## config.mk

```make
export PLATFORM = sky130hd
export DESIGN_NAME = raster_irq_ctrl
export DESIGN_NICKNAME = d
export VERILOG_FILES = /design/src/rtl/raster_irq_pkg.sv /design/src/rtl/raster_line_counter.sv /design/src/rtl/raster_irq_datapath.sv /design/src/rtl/raster_irq_control.sv /design/src/rtl/raster_irq_ctrl.sv
export SDC_FILE = /design/constraint.sdc
export NUM_CORES = 1
export LEC_CHECK = 0
export ABC_AREA = 1
export BUFFER_PORTS_ARGS = -buffer_cell sky130_fd_sc_hd__clkbuf_2
export CAP_MARGIN = 20
export CORE_MARGIN = 1
export CORE_UTILIZATION = 56
export CTS_CLUSTER_SIZE = 16
export DETAILED_ROUTE_END_ITERATION = 12
export GPL_TIMING_DRIVEN = 1
export PLACE_DENSITY = 0.78
export SKIP_LAST_GASP = 1
export SYNTH_ARGS = -nofsm -noshare
export SYNTH_HDL_FRONTEND = slang
export SYNTH_SLANG_ARGS = --single-unit
```

## constraint.sdc

```tcl
create_clock -name clk -period 1.71 [get_ports clk]
set_input_delay 0.513 -clock clk [delete_from_list [all_inputs] [get_ports clk]]
set_output_delay 0.513 -clock clk [all_outputs]
set_load 0.005 [all_outputs]
```

## src/rtl/raster_irq_pkg.sv

```systemverilog
package raster_irq_pkg;
  localparam int LINE_W = 9;
  localparam int DATA_W = 8;

  typedef enum logic [1:0] {
    ADDR_LINE_LO = 2'd0,
    ADDR_CTRL    = 2'd1,
    ADDR_MASK    = 2'd2,
    ADDR_LATCH   = 2'd3
  } regAddr_t;

  typedef struct packed {
    logic wrLineLo;
    logic wrCtrl;
    logic wrMask;
    logic wrAck;
  } regStrobe_t;
endpackage

```

## src/rtl/raster_line_counter.sv

```systemverilog
module raster_line_counter #(
  parameter int LINE_W    = 9,
  parameter int LAST_LINE = 311
) (
  input  logic              clk,
  input  logic              rstN,
  input  logic              advance,
  output logic [LINE_W-1:0] count,
  output logic [LINE_W-1:0] nextCount
);
  localparam logic [LINE_W-1:0] LAST = LINE_W'(LAST_LINE);

  always_comb begin
    if (!advance)        nextCount = count;
    else if (count == LAST) nextCount = '0;
    else                 nextCount = count + 1'b1;
  end

  always_ff @(posedge clk) begin
    if (!rstN) count <= '0;
    else       count <= nextCount;
  end
endmodule

```

## src/rtl/raster_irq_datapath.sv

```systemverilog
module raster_irq_datapath
  import raster_irq_pkg::*;
#(
  parameter int LAST_LINE = 311,
  parameter int FLAG_W    = 4
) (
  input  logic              clk,
  input  logic              rstN,
  input  logic              lineTick,
  input  regStrobe_t        strobe,
  input  logic [DATA_W-1:0] wdata,
  output logic [LINE_W-1:0] lineCount,
  output logic [DATA_W-2:0] ctrlLow,
  output logic [FLAG_W-1:0] enableMask,
  output logic [FLAG_W-1:0] latchFlags,
  output logic              irqActive,
  output logic              irqN
);
  logic [DATA_W-1:0] targetLow;
  logic              targetHigh;
  logic [LINE_W-1:0] targetLine;
  logic [LINE_W-1:0] nextCount;
  logic              rasterHit;
  logic [FLAG_W-1:0] srcHit;

  raster_line_counter #(.LINE_W(LINE_W), .LAST_LINE(LAST_LINE)) cnt_i (
    .clk(clk), .rstN(rstN), .advance(lineTick),
    .count(lineCount), .nextCount(nextCount)
  );

  assign targetLine = {targetHigh, targetLow};
  assign rasterHit  = lineTick && (nextCount == targetLine);

  always_ff @(posedge clk) begin
    if (!rstN) begin
      targetLow  <= '0;
      targetHigh <= 1'b0;
      ctrlLow    <= '0;
      enableMask <= '0;
    end else begin
      if (strobe.wrLineLo) targetLow <= wdata;
      if (strobe.wrCtrl) begin
        targetHigh <= wdata[DATA_W-1];
        ctrlLow    <= wdata[DATA_W-2:0];
      end
      if (strobe.wrMask) enableMask <= wdata[FLAG_W-1:0];
    end
  end

  for (genvar g = 0; g < FLAG_W; g++) begin : g_flag
    if (g == 0) begin : g_raster
      assign srcHit[g] = rasterHit;
    end else begin : g_spare
      assign srcHit[g] = 1'b0;
    end
    always_ff @(posedge clk) begin
      if (!rstN) latchFlags[g] <= 1'b0;
      else latchFlags[g] <= srcHit[g] | (latchFlags[g] & ~(strobe.wrAck & wdata[g]));
    end
  end

  assign irqActive = |(latchFlags & enableMask);
  assign irqN      = ~irqActive;
endmodule

```

## src/rtl/raster_irq_control.sv

```systemverilog
module raster_irq_control
  import raster_irq_pkg::*;
#(
  parameter int FLAG_W = 4
) (
  input  logic              busSel,
  input  logic              busWe,
  input  logic [1:0]        busAddr,
  input  logic [LINE_W-1:0] lineCount,
  input  logic [DATA_W-2:0] ctrlLow,
  input  logic [FLAG_W-1:0] enableMask,
  input  logic [FLAG_W-1:0] latchFlags,
  input  logic              irqActive,
  output regStrobe_t        strobe,
  output logic [DATA_W-1:0] busRdata
);
  regAddr_t addr;
  logic     wrEn;

  assign addr = regAddr_t'(busAddr);
  assign wrEn = busSel && busWe;

  always_comb begin
    strobe          = '0;
    strobe.wrLineLo = wrEn && (addr == ADDR_LINE_LO);
    strobe.wrCtrl   = wrEn && (addr == ADDR_CTRL);
    strobe.wrMask   = wrEn && (addr == ADDR_MASK);
    strobe.wrAck    = wrEn && (addr == ADDR_LATCH);
  end

  always_comb begin
    busRdata = '0;
    unique case (addr)
      ADDR_LINE_LO: busRdata = lineCount[DATA_W-1:0];
      ADDR_CTRL:    busRdata = {lineCount[LINE_W-1], ctrlLow};
      ADDR_MASK:    busRdata[FLAG_W-1:0] = enableMask;
      ADDR_LATCH: begin
        busRdata[FLAG_W-1:0] = latchFlags;
        busRdata[DATA_W-1]   = irqActive;
      end
      default:      busRdata = '0;
    endcase
  end
endmodule

```

## src/rtl/raster_irq_ctrl.sv

```systemverilog
module raster_irq_ctrl
  import raster_irq_pkg::*;
#(
  parameter int LAST_LINE = 311,
  parameter int FLAG_W    = 4
) (
  input  logic       clk,
  input  logic       rstN,
  input  logic       lineTick,
  input  logic       busSel,
  input  logic       busWe,
  input  logic [1:0] busAddr,
  input  logic [7:0] busWdata,
  output logic [7:0] busRdata,
  output logic       irqN
);
  regStrobe_t        strobe;
  logic [LINE_W-1:0] lineCount;
  logic [DATA_W-2:0] ctrlLow;
  logic [FLAG_W-1:0] enableMask;
  logic [FLAG_W-1:0] latchFlags;
  logic              irqActive;

  raster_irq_control #(.FLAG_W(FLAG_W)) ctl_i (
    .busSel(busSel), .busWe(busWe), .busAddr(busAddr),
    .lineCount(lineCount), .ctrlLow(ctrlLow), .enableMask(enableMask),
    .latchFlags(latchFlags), .irqActive(irqActive),
    .strobe(strobe), .busRdata(busRdata)
  );

  raster_irq_datapath #(.LAST_LINE(LAST_LINE), .FLAG_W(FLAG_W)) dp_i (
    .clk(clk), .rstN(rstN), .lineTick(lineTick), .strobe(strobe),
    .wdata(busWdata), .lineCount(lineCount), .ctrlLow(ctrlLow),
    .enableMask(enableMask), .latchFlags(latchFlags),
    .irqActive(irqActive), .irqN(irqN)
  );
endmodule

```

==> results.yml <==
outcome:
  outcome: "finished, violations left"
  violations: "setup timing"
sta:
  maxSlewViolCount: 0
  fin_ws_ns: -0.263
  skew_ns: 0.0118
  finalCritPeriodShare_pct: 115
  max_freq_mhz: 507
  fin_hold_ws_ns: 0.369
  rsz0062_at_grt: "yes"
  hold_violations: 0
  worst_pin_slew_ns: 0.443
  maxSlewHeadroom_pct: 70.4
  setup_viol: 10
  period_needed_ns: 1.97
synthesis:
  yosys.area.top_type: "dfxtp_1"
  synth.most_common_cell: "nand2_1"
  synth_nets: 253
  netlist_area_um2: 1660
  seq_area_frac_synth_pct: 39.9
  ys_ff_latch: 33
  ys_top_cells_by_area: "dfxtp_1, nand2_1, o21ai_0"
  synth-main-ff-cell: "dfxtp_1"
  synthCells: 237
  syn_avg_cell_area_um2: 6.99
  yosys.area.top_type_share_pct: 39.9
  synth_cell_types: 29
  async_flop_share_pct: 0
  yosys_warnings: 0
  synth_edf_count: 0
  synthTopCellsByCount: "nand2_1, dfxtp_1, nor2_1"
finish:
  multi_input_comb_area_um2: 1000
  fin_nets: 304
  register_area_um2: 668
  num_antenna_cells: 0
  instances_no_fill: 320
  area_growth_pct: 37.9
  fin_util_pct: 82.1
  design_area_um2: 2280
  fillers: 179
  drive_gt1_share_pct: 37.0
die:
  core_um2: 2780
  ioPinCount: 24
  die_w_um: 56.4
  dieHeight_um: 56.4
  die_area_um2: 3180
  initial_core_util_pct: 59.6
  rows: 19
grt:
  grt_max_degree: 22
  track_usage_pct: 35.5
  grt_pass1_vias: 1704
  grt_overflow: 0
  grt_pass1_wl_um: 8320
  antenna_found_initial: 0
cts:
  cts_sinks: 33
  clkLatencyLatePin_ns: 0.35
  clk_path_buf_depth: 2
  cts_tree: "yes"
  numCtsBuffers: 5
  hold_buffers: 0
  clock_tree.root_cell: "clkbuf_4"
  cts_max_level: 2
  clk_pin_slew_ns: 0.11
detailed_routing:
  drcViolationCount: 0
  drt_iter0_markers: 215
  ant_nets: 0
  vias: 1960
  routed_wl_um: 5690
  firstDrtPassIters: 5
  wl_per_cell_um: 17.8
  via_per_inst: 6.13
worst_setup_path:
  start_kind: "flip-flop"
  crit_arrival_ns: 1.46
  endpoint_kind: "output pin"
  path_max_fanout: 2
  crit_chain: "inv_2 > o21ai_2 > a221oi_2 > buf_4 > o221ai_2 > clkbuf_2"
  worst_ep_required_time_ns: 1.20
  max_stage_delay_ns: 0.35
  cp.buffers_inverters: 3
  critPathKind: "flip-flop to output pin"
  crit_slowest_cell: "dfxtp_2"
  path_delay_family: "compound AO/OA/AOI/OAI gates"
place:
  io_buffers: 23
  placed_area_um2: 1960
  placedCellCount: 308
  dp.final_hpwl_um: 3260
  place_congestion: 0.898
worst_hold_path:
  min_path_type: "input port to flip-flop"
flow_run:
  drv_cap: 0
power_and_ir_drop:
  power_mw: 1.53
  p_per_area_nw_per_um2: 669
  p_leak_nw: 1.10
  peakVddDrop_mv: 0.585
## state kept, by name (all words and copies together), names as in the netlist
name and flops:
dp_i.targetHigh 1, dp_i.cnt_i.count 9, dp_i.latchFlags 4, dp_i.enableMask 4, dp_i.ctrlLow 7, dp_i.targetLow 8
## worst reg2reg max path: cells and delay by family (launching register included)
family / cells / cell delay, ns
flops: 1 / 0.35
simple gates: 10 / 1.17
fa+ha+maj: 1 / 0.19
## power by group
group	internal [mW]	switching (mW)	total (mW)
clock network	0.156	0.281	0.438
registers	0.793	0.0210	0.814
logic	0.120	0.157	0.277
## timing repair
item / CTS / global route
gates cloned: 1 / 0
endpoints found under the setup margin: 9 / 10
pin swaps: 8 / 5
setup buffers: 3 / 0
resized for setup: 52 / 16
## layout by cell type, fill, tap and decap left out, types with 2 or more instances in the layout
cell type / instances
nand2_1: 33
nor2_1: 31
dfxtp_1: 27
inv_1: 23
o21ai_0: 23
buf_4: 22
clkbuf_2: 19
a21oi_1: 18
nand3_1: 10
nand2_4: 9
dfxtp_2: 6
o21ai_2: 5
inv_2: 5
clkbuf_4: 5
nand2_2: 4
nor2_2: 4
nand4_1: 4
o21ai_1: 3
a211oi_1: 3
buf_6: 3
nor2_4: 2
inv_4: 2
o2111ai_2: 2
nor3_4: 2
nand3b_1: 2
clkinv_2: 2
buf_2: 2
## layer usage
layer | track usage, % | part of all wire (%) | up-vias
li1 | - | - | 887
met1 | 45.6 | 39 | 887
met2 | 53.7 | 45 | 145
met3 | 8.76 | 9.7 | 41
met4 | 21.3 | 6.2 | 0
met5 | 0 | 0 | -
## through the flow
| stage | setup slack (ns) | setup TNS [ns] |
|---|---|---|
| 3_5_place_dp | -0.0981 | -0.479 |
| 3_3_place_gp | -0.121 | -0.477 |
| 6_report | -0.263 | -1.03 |
| 4_1_cts | -0.160 | -0.675 |
| 5_1_grt | -0.282 | -1.34 |
| 2_1_floorplan | 0.136 | 0 |
## path summary, 6_finish.rpt
path / start / end / slack (ns) / depth (start not counted)
hold / removal: busWdata[1] / dp_i.latchFlags[1] / 0.37 / 2
hold reg to reg: dp_i.targetLow[6] / dp_i.targetLow[6] / 0.52 / 2
setup / recovery: dp_i.latchFlags[0] / busRdata[7] / -0.26 / 6
setup reg to reg: dp_i.cnt_i.count[0] / dp_i.latchFlags[0] / -0.03 / 11
## cells by family (layout without fill, tap and decap cells)
logic type | count (synthesis) | count (layout) | share of synthesized area, %
buffers and inverters | 38 | 90 | 9.29
adders and majority gates | 1 | 1 | 0.755
and+or+nand+nor | 104 | 104 | 29.8
DFF | 33 | 33 | 39.9
xor gates and xnor gates | 2 | 2 | 1.06
AOI/OAI and AO/OA | 59 | 59 | 19.3
## area by class of cell
type	count	area share, %
clock buffers	6	1.81
clock inverters	2	0.438
inverters	32	5.81
multi-input cells	166	43.9
flip-flops and latches	33	29.2
well taps	31	1.70
repair buffers	50	17.1
Note: power is estimated with default switching activity, not from simulation.
